**src/rtl/sra_pkg.sv**
```systemverilog
package sra_pkg;

  typedef enum logic [1:0] {
    LANE_8  = 2'd0,
    LANE_16 = 2'd1,
    LANE_32 = 2'd2,
    LANE_64 = 2'd3
  } lane_e;

  typedef struct packed {
    logic       dec_err;
    logic       rsv_err;
    lane_e      lane;
    logic [6:0] shamt;
  } imm_dec_s;

endpackage

```
**src/rtl/sra_imm_decode.sv**
```systemverilog
module sra_imm_decode
  import sra_pkg::*;
#(
  parameter int BASE_LANE_W = 8,
  parameter int NUM_SIZES   = 4
) (
  input  logic                 q,
  input  logic [NUM_SIZES-1:0] immh,
  input  logic [2:0]           immb,
  output imm_dec_s             dec
);
  localparam int IMM_W  = NUM_SIZES + 3;
  localparam int WIDE_W = IMM_W + 1;

  logic [1:0]        top_idx;
  logic [WIDE_W-1:0] twice_lane;
  logic [WIDE_W-1:0] shamt_full;

  // highest set bit of immh picks the lane size
  always_comb begin
    top_idx = '0;
    for (int b = 0; b < NUM_SIZES; b++) begin
      if (immh[b]) top_idx = 2'(b);
    end
  end

  // distance = 2*lane - {immh,immb}
  assign twice_lane = WIDE_W'(2 * BASE_LANE_W) << top_idx;
  assign shamt_full = twice_lane - {1'b0, immh, immb};

  always_comb begin
    dec.dec_err = (immh == '0);
    dec.rsv_err = !dec.dec_err && immh[NUM_SIZES-1] && !q;
    dec.lane    = lane_e'(top_idx);
    dec.shamt   = shamt_full[6:0];
  end

  always_comb begin
    if (!dec.dec_err) begin
      AST_SHAMT_IN_RANGE: assert (dec.shamt >= 7'd1 &&
        {1'b0, dec.shamt} <= (8'(BASE_LANE_W) << top_idx));
    end
  end

endmodule

```
**src/rtl/sra_lane_alu.sv**
```systemverilog
module sra_lane_alu #(
  parameter int LANE_W  = 8,
  parameter int SHAMT_W = 7
) (
  input  logic [LANE_W-1:0]  operand,
  input  logic [LANE_W-1:0]  accum,
  input  logic [SHAMT_W-1:0] shamt,
  output logic [LANE_W-1:0]  sum
);
  logic signed [LANE_W-1:0] shifted;

  // sign-filling shift, R7: plain wrapping add inside the lane
  assign shifted = $signed(operand) >>> shamt;
  assign sum     = shifted + accum;

  always_comb begin
    if ({1'b0, shamt} == (SHAMT_W + 1)'(LANE_W)) begin
      AST_FULL_SHIFT_SIGN: assert (shifted == '0 || shifted == '1);
    end
  end

endmodule

```
**src/rtl/sra_lane_bank.sv**
```systemverilog
module sra_lane_bank #(
  parameter int DATA_W  = 128,
  parameter int LANE_W  = 8,
  parameter int SHAMT_W = 7
) (
  input  logic [DATA_W-1:0]  operand,
  input  logic [DATA_W-1:0]  accum,
  input  logic [SHAMT_W-1:0] shamt,
  output logic [DATA_W-1:0]  result
);
  localparam int LANES = DATA_W / LANE_W;

  for (genvar l = 0; l < LANES; l++) begin : g_lane
    sra_lane_alu #(
      .LANE_W (LANE_W),
      .SHAMT_W(SHAMT_W)
    ) alu_i (
      .operand(operand[l*LANE_W +: LANE_W]),
      .accum  (accum[l*LANE_W +: LANE_W]),
      .shamt  (shamt),
      .sum    (result[l*LANE_W +: LANE_W])
    );
  end

endmodule

```
**src/rtl/sra_accum_unit.sv**
```systemverilog
module sra_accum_unit
  import sra_pkg::*;
#(
  parameter int DATA_W      = 128,
  parameter int BASE_LANE_W = 8,
  parameter int NUM_SIZES   = 4
) (
  input  logic                 clk,
  input  logic                 rst,
  input  logic                 in_valid,
  input  logic                 in_q,
  input  logic [NUM_SIZES-1:0] in_immh,
  input  logic [2:0]           in_immb,
  input  logic [DATA_W-1:0]    in_operand,
  input  logic [DATA_W-1:0]    in_accum,
  output logic                 out_valid,
  output logic [DATA_W-1:0]    out_result,
  output logic                 out_dec_err,
  output logic                 out_rsv_err
);
  localparam int SHAMT_W = 7;
  localparam int HALF_W  = DATA_W / 2;

  imm_dec_s          dec;
  logic [DATA_W-1:0] res_by_size [NUM_SIZES];
  logic [DATA_W-1:0] picked;
  logic [DATA_W-1:0] masked;
  logic              ok;

  sra_imm_decode #(
    .BASE_LANE_W(BASE_LANE_W),
    .NUM_SIZES  (NUM_SIZES)
  ) dec_i (
    .q   (in_q),
    .immh(in_immh),
    .immb(in_immb),
    .dec (dec)
  );

  for (genvar s = 0; s < NUM_SIZES; s++) begin : g_size
    sra_lane_bank #(
      .DATA_W (DATA_W),
      .LANE_W (BASE_LANE_W << s),
      .SHAMT_W(SHAMT_W)
    ) bank_i (
      .operand(in_operand),
      .accum  (in_accum),
      .shamt  (dec.shamt),
      .result (res_by_size[s])
    );
  end

  assign picked = res_by_size[dec.lane];
  // half-width requests clear the upper half
  assign masked = in_q ? picked : {{HALF_W{1'b0}}, picked[HALF_W-1:0]};
  assign ok     = in_valid && !dec.dec_err && !dec.rsv_err;

  always_ff @(posedge clk) begin
    if (rst) begin
      out_valid   <= 1'b0;
      out_result  <= '0;
      out_dec_err <= 1'b0;
      out_rsv_err <= 1'b0;
    end else begin
      out_valid   <= ok;
      out_result  <= ok ? masked : '0;
      out_dec_err <= in_valid && dec.dec_err;
      out_rsv_err <= in_valid && dec.rsv_err;
    end
  end

  AST_VALID_NO_FLAG: assert property (@(posedge clk) disable iff (rst)
    out_valid |-> !out_dec_err && !out_rsv_err);
  AST_FLAGS_EXCL: assert property (@(posedge clk) disable iff (rst)
    $onehot0({out_dec_err, out_rsv_err}));
  AST_FLAG_ZERO_RESULT: assert property (@(posedge clk) disable iff (rst)
    (out_dec_err || out_rsv_err) |-> out_result == '0);
  AST_HALF_UPPER_ZERO: assert property (@(posedge clk) disable iff (rst)
    (in_valid && !in_q) |=> out_result[DATA_W-1:HALF_W] == '0);
  AST_IDLE_QUIET: assert property (@(posedge clk) disable iff (rst)
    !in_valid |=> !out_valid && !out_dec_err && !out_rsv_err);
  AST_ZERO_IMMH_FLAG: assert property (@(posedge clk) disable iff (rst)
    (in_valid && in_immh == '0) |=> out_dec_err && !out_valid);

endmodule

```
**config.mk**
```make
export PLATFORM = sky130hd
export DESIGN_NAME = sra_accum_unit
export DESIGN_NICKNAME = d
export VERILOG_FILES = /design/src/rtl/sra_pkg.sv /design/src/rtl/sra_imm_decode.sv /design/src/rtl/sra_lane_alu.sv /design/src/rtl/sra_lane_bank.sv /design/src/rtl/sra_accum_unit.sv
export SDC_FILE = /design/constraint.sdc
export NUM_CORES = 2
export LEC_CHECK = 0
export BUFFER_PORTS_ARGS = -buffer_cell sky130_fd_sc_hd__buf_2
export CAP_MARGIN = 20
export CORE_ASPECT_RATIO = 1.75
export CORE_MARGIN = 2
export CORE_UTILIZATION = 55
export CTS_CLUSTER_DIAMETER = 100
export CTS_CLUSTER_SIZE = 40
export DETAILED_ROUTE_END_ITERATION = 6
export PLACE_DENSITY_LB_ADDON = 0.1
export SYNTH_ARGS = -nofsm -noshare
export SYNTH_HDL_FRONTEND = slang
export SYNTH_HIERARCHICAL = 1
export SYNTH_SLANG_ARGS = --single-unit
```
**constraint.sdc**
```tcl
create_clock -name clk -period 13.5 [get_ports clk]
set_input_delay 2.7 -clock clk [delete_from_list [all_inputs] [get_ports clk]]
set_output_delay 2.7 -clock clk [all_outputs]
set_load 0.05 [all_outputs]
```
### After elaboration in Yosys (flattened, before gate mapping)

Index checks and enable logic that the tools add are counted.

* flip-flop bits (word level): 131
* input bits: 267
* output and inout bits: 131
* word-level logic and storage cells: 89

* add/subtract/negate cells: 31
* $lt $le $gt $ge: 1
* shift operators: 31
* mux-type cells: 6
* bitwise logic cells: 3
* reduce and logical (&&, ||, !) cells: 12

Operator list (count)
* binary-select mux 128 bit (select 2 bit): 1
* 2-to-1 mux 128 bit: 2
* adder 16 bit: 8
* adder 32 bit: 4
* adder 64 bit: 2
* adder 8 bit: 16
* >>> shifter 16 x 7 -> 16 bit: 8
* >>> shifter 32 x 7 -> 32 bit: 4
* >>> shifter 64 x 7 -> 64 bit: 2
* >>> shifter 8 x 7 -> 8 bit: 16
* << shifter 5 x 2 -> 7 bit (first input constant): 1
* subtractor 7 bit: 1
* logical AND 1 bit: 6
* logical NOT 4 bit: 1
* 2-to-1 mux 2 bit: 2
* greater-or-equal comparator 3 bit (second input constant): 1
* logical NOT 1 bit: 3
* inverter 2 -> 3 bit: 1
* OR reduction 3 bit: 1
* inverter 1 bit: 2
* OR reduction 2 bit: 1
* 2-to-1 mux 1 bit: 1

### Depth between registers and ports, before layout

* word-level depth: 10
* depth in mapped cells: 27
* gate-level depth less buffers: 25

### By module

The synthesis kept the hierarchy.

Modules (own cells, without submodules)
* sra_lane_alu (g_size[2].bank_i.g_lane[0].alu_i ...): times used 4, cells each 543, area each 3883.7 µm², seq. area each 0.0 µm²
* sra_lane_alu (g_size[0].bank_i.g_lane[0].alu_i ...): times used 16, cells each 79, area each 629.4 µm², seq. area each 0.0 µm²
* sra_lane_alu (g_size[1].bank_i.g_lane[0].alu_i ...): times used 6, cells each 214, area each 1534.0 µm², seq. area each 0.0 µm²
* sra_lane_alu (g_size[3].bank_i.g_lane[1].alu_i): times used 1, cells each 1112, area each 7980.2 µm², seq. area each 0.0 µm²
* sra_lane_alu (g_size[3].bank_i.g_lane[0].alu_i): times used 1, cells each 1098, area each 7945.1 µm², seq. area each 0.0 µm²
* sra_accum_unit: times used 1, cells each 439, area each 6641.4 µm², seq. area each 2622.5 µm²
* sra_lane_alu (g_size[1].bank_i.g_lane[7].alu_i): times used 1, cells each 209, area each 1522.7 µm², seq. area each 0.0 µm²
* sra_lane_alu (g_size[1].bank_i.g_lane[6].alu_i): times used 1, cells each 208, area each 1495.2 µm², seq. area each 0.0 µm²
* sra_imm_decode: times used 1, cells each 28, area each 188.9 µm², seq. area each 0.0 µm²

### Least setup slack after synthesis

No wires, ideal clock.

* path type: input port to flip-flop
* start: input port in_immh[2]
* end: register out_result[62]
* setup time: 0.115 ns
* data arrival time: 12.367 ns
* required time: 13.385 ns
* setup slack: 1.019 ns
* stages on the path: 24
* buffers on the path: 3
* cell sequence: or2_0 -> clkbuf_2 -> nor2_1 -> ha_1 -> a21oi_1 -> o21ai_1 -> xnor2_1 -> nor2_1 -> nor2_1 -> clkbuf_1 -> nor2_1 -> ha_1 -> buf_2 -> and3_4 -> and2_1 -> a221oi_1 -> o21ai_1 -> o41ai_1 -> o211ai_1 -> a21oi_1 -> o21ai_1 -> xor2_1 -> mux4_2 -> and2_1

RTL lines
* start: declaration: line sra_accum_unit.sv:12 `input logic [NUM_SIZES-1:0] in_immh,`
* end signal: assignment: line sra_accum_unit.sv:66 `out_result <= ok ? masked : '0;`
* end: declaration: line sra_accum_unit.sv:17 `output logic [DATA_W-1:0] out_result,`

==> results_dict.tcl <==
set metrics [dict create \
    cts_setup_buffers 0 \
    power_density_nw_per_um2 109.4 \
    cpMaxStageDelayCell "buf_4" \
    synth-seq-cells 131 \
    cp-end-kind "register" \
    h-tree-depth 4 \
    drive_gt1_share_pct 17.41 \
    holdBufCountCts 0 \
    avgViaCountPerCell 7.154 \
    row_count 161 \
    crit_start "in_immb[0]" \
    max_stage_delay_ns 0.95 \
    wl_mm 262.3 \
    grt_overflow 0 \
    yosys_warnings 6 \
    synth_edf_count 0 \
    layout_common_cells "760 x nor2_1, 715 x a21oi_1, 629 x nand2_1" \
    synth_top_area_cell "mux4_2" \
    grt_pass1_vias 63003 \
    final_util_pct 57.41 \
    via_count 66113 \
    path_delay_family "compound AO/OA/AOI/OAI gates" \
    peakVddDrop_mv 0.1392 \
    crit_path_start_kind "input pin" \
    ioPinCount 398 \
    dieWidth_um 254.9 \
    synth_top_cells_by_area "mux4_2 14%, ha_1 10%, mux2i_1 6.2%" \
    rsz0062_at_grt "no" \
    cts-root-buf "clkbuf_16" \
    syn-cell-area_um2 60580 \
    avgSynthCellArea_um2 7.753 \
    ctsResizeCount 0 \
    routabilityCongestion 1.067 \
    worst-path-buf-inv 3 \
    synth_top_area_share_pct 13.64 \
    drtPass1Iterations 7 \
    grt_use_total_pct 44.93 \
    cts_tree "done" \
    die-area_um2 112900 \
    slew_headroom_pct 19.56 \
    fin_tns_setup_ns 0 \
    port_buffers 397 \
    area_delta_synth_final_pct 3.848 \
    hpwl_mm 202.2 \
    grt_max_degree 166 \
    holdWs_ns 2.426 \
    grt_pass1_wl_mm 385.1 \
    critPathArrivalTime_ns 10.44 \
    yosysUniqueCellTypes 113 \
    drv_slew 0 \
    worstHoldStart "in_valid" \
    cts.sinks 131 \
    ant_nets 0 \
    setup_viol 0 \
    nFillCells 10697 \
    path_cells "buf_8, buf_12, buf_4, mux4_2, nand2_1, nand2_1, mux2i_1, mux2i_1, a21oi_1, o21ai_0, ha_1, fa_1, a21o_1, a31o_1, a31oi_4, a211oi_2, o41ai_1, o211ai_1, a21oi_1, o21ai_1, xor2_1, mux4_2, and2_1" \
    grt_antenna_before_repair 25 \
    synthesis.instances 7814 \
    p_total_uw 6884 \
    synth-main-ff-cell "dfxtp_1" \
    synth_seq_area_share_pct 4.329 \
    ctsLongestPathBuffers 2 \
    path_clk_slew_ns 0.07 \
    power.leakage_uw 0.02658 \
    layout_min_cycle_time_ns 9.986 \
    max_cap_viol_count 0 \
    start_util_pct 55.28 \
    fmax_mhz 100.1 \
    fp.coreArea_um2 109600 \
    cts_buffers 17 \
    worst_slew_pin_slew_ns 1.191 \
    synth_nets 8604 \
    initialDrtViolationCount 7159 \
    nNetsFinal 8533 \
    final_common_cell "nor2_1" \
    crit_type "in2reg" \
    finalHoldViolCount 0 \
    cp_max_fo 139 \
    die_y_um 443.0 \
    drc 0 \
    cp.required_ns 13.95 \
    async_flop_share_pct 0 \
    status "completed" \
    hp-class "in2reg" \
    wl_per_cell_um 28.38 \
    period_share_pct 73.97 \
]
-- worst paths after layout --
kind	endpoint	slack [ns]	cells after the start
max	out_result[62]	3.51	23
min	out_dec_err	2.43	2
-- power breakdown --
| group | internal (µW) | switching (µW) | total [µW] |
|---|---|---|---|
| Clock | 303 | 230 | 533 |
| Sequential | 424 | 10.6 | 435 |
| Combinational | 2260 | 3660 | 5920 |
-- final cells by class --
class | instances | area (µm²) | area share, %
well taps | 1467 | 1836 | 2.918
diodes | 18 | 45.04 | 0.07160
repair buffers | 456 | 2572 | 4.089
clock inverters | 9 | 127.6 | 0.2029
clock buffers | 23 | 478.0 | 0.7597
inverters | 230 | 863.3 | 1.372
flip-flops and latches | 131 | 2623 | 4.168
multi-input cells | 6907 | 54370 | 86.42
-- cells in the mapped netlist, types with 89 or more instances --
cell / number
a211oi_1: 99
a21o_1: 187
a21oi_1: 715
and2_1: 105
and3_1: 114
buf_2: 130
clkbuf_1: 263
dfxtp_1: 131
ha_1: 493
inv_1: 219
mux2_2: 250
mux2i_1: 375
mux4_2: 367
nand2_1: 629
nand3_1: 126
nor2_1: 760
nor2b_1: 89
nor3_1: 156
o211ai_1: 101
o21ai_0: 532
xnor2_1: 248
xor2_1: 193
-- state kept, by name, indices dropped and copies added, names as in the netlist --
name	cells
out_result	128
out_valid	1
out_dec_err	1
out_rsv_err	1
-- kinds of logic (layout without fill, tap and decap cells) --
group | Yosys count | in the layout | share of synthesized area, %
compound gates | 2532 | 2532 | 27.34
simple gates | 2361 | 2361 | 18.65
mux | 1050 | 1050 | 26.06
buf+inv | 776 | 718 | 6.068
fa+ha+maj | 523 | 523 | 11.17
xor+xnor | 441 | 441 | 6.376
flops | 131 | 131 | 4.329
other cells | 0 | 18 | 0
-- metal layers --
layer / vias up / wire, µm / GRT usage (%)
met2: 3721 / 121800 / 73.77
met3: 1285 / 21010 / 8.731
met4: 22 / 30870 / 44.62
met1: 31447 / 88490 / 46.89
met5: - / 129 / 0
li1: 29638 / - / -
-- stage by stage --
stage	area, µm²	cells	setup WS (ns)
floorplan	60580	7814	1.019
global placement	62230	9188	3.215
detailed placement	62230	9188	3.127
CTS	62840	9220	3.730
global route	62880	9226	3.034
finish	62910	9241	3.514
(Power assumes the default switching activity.)
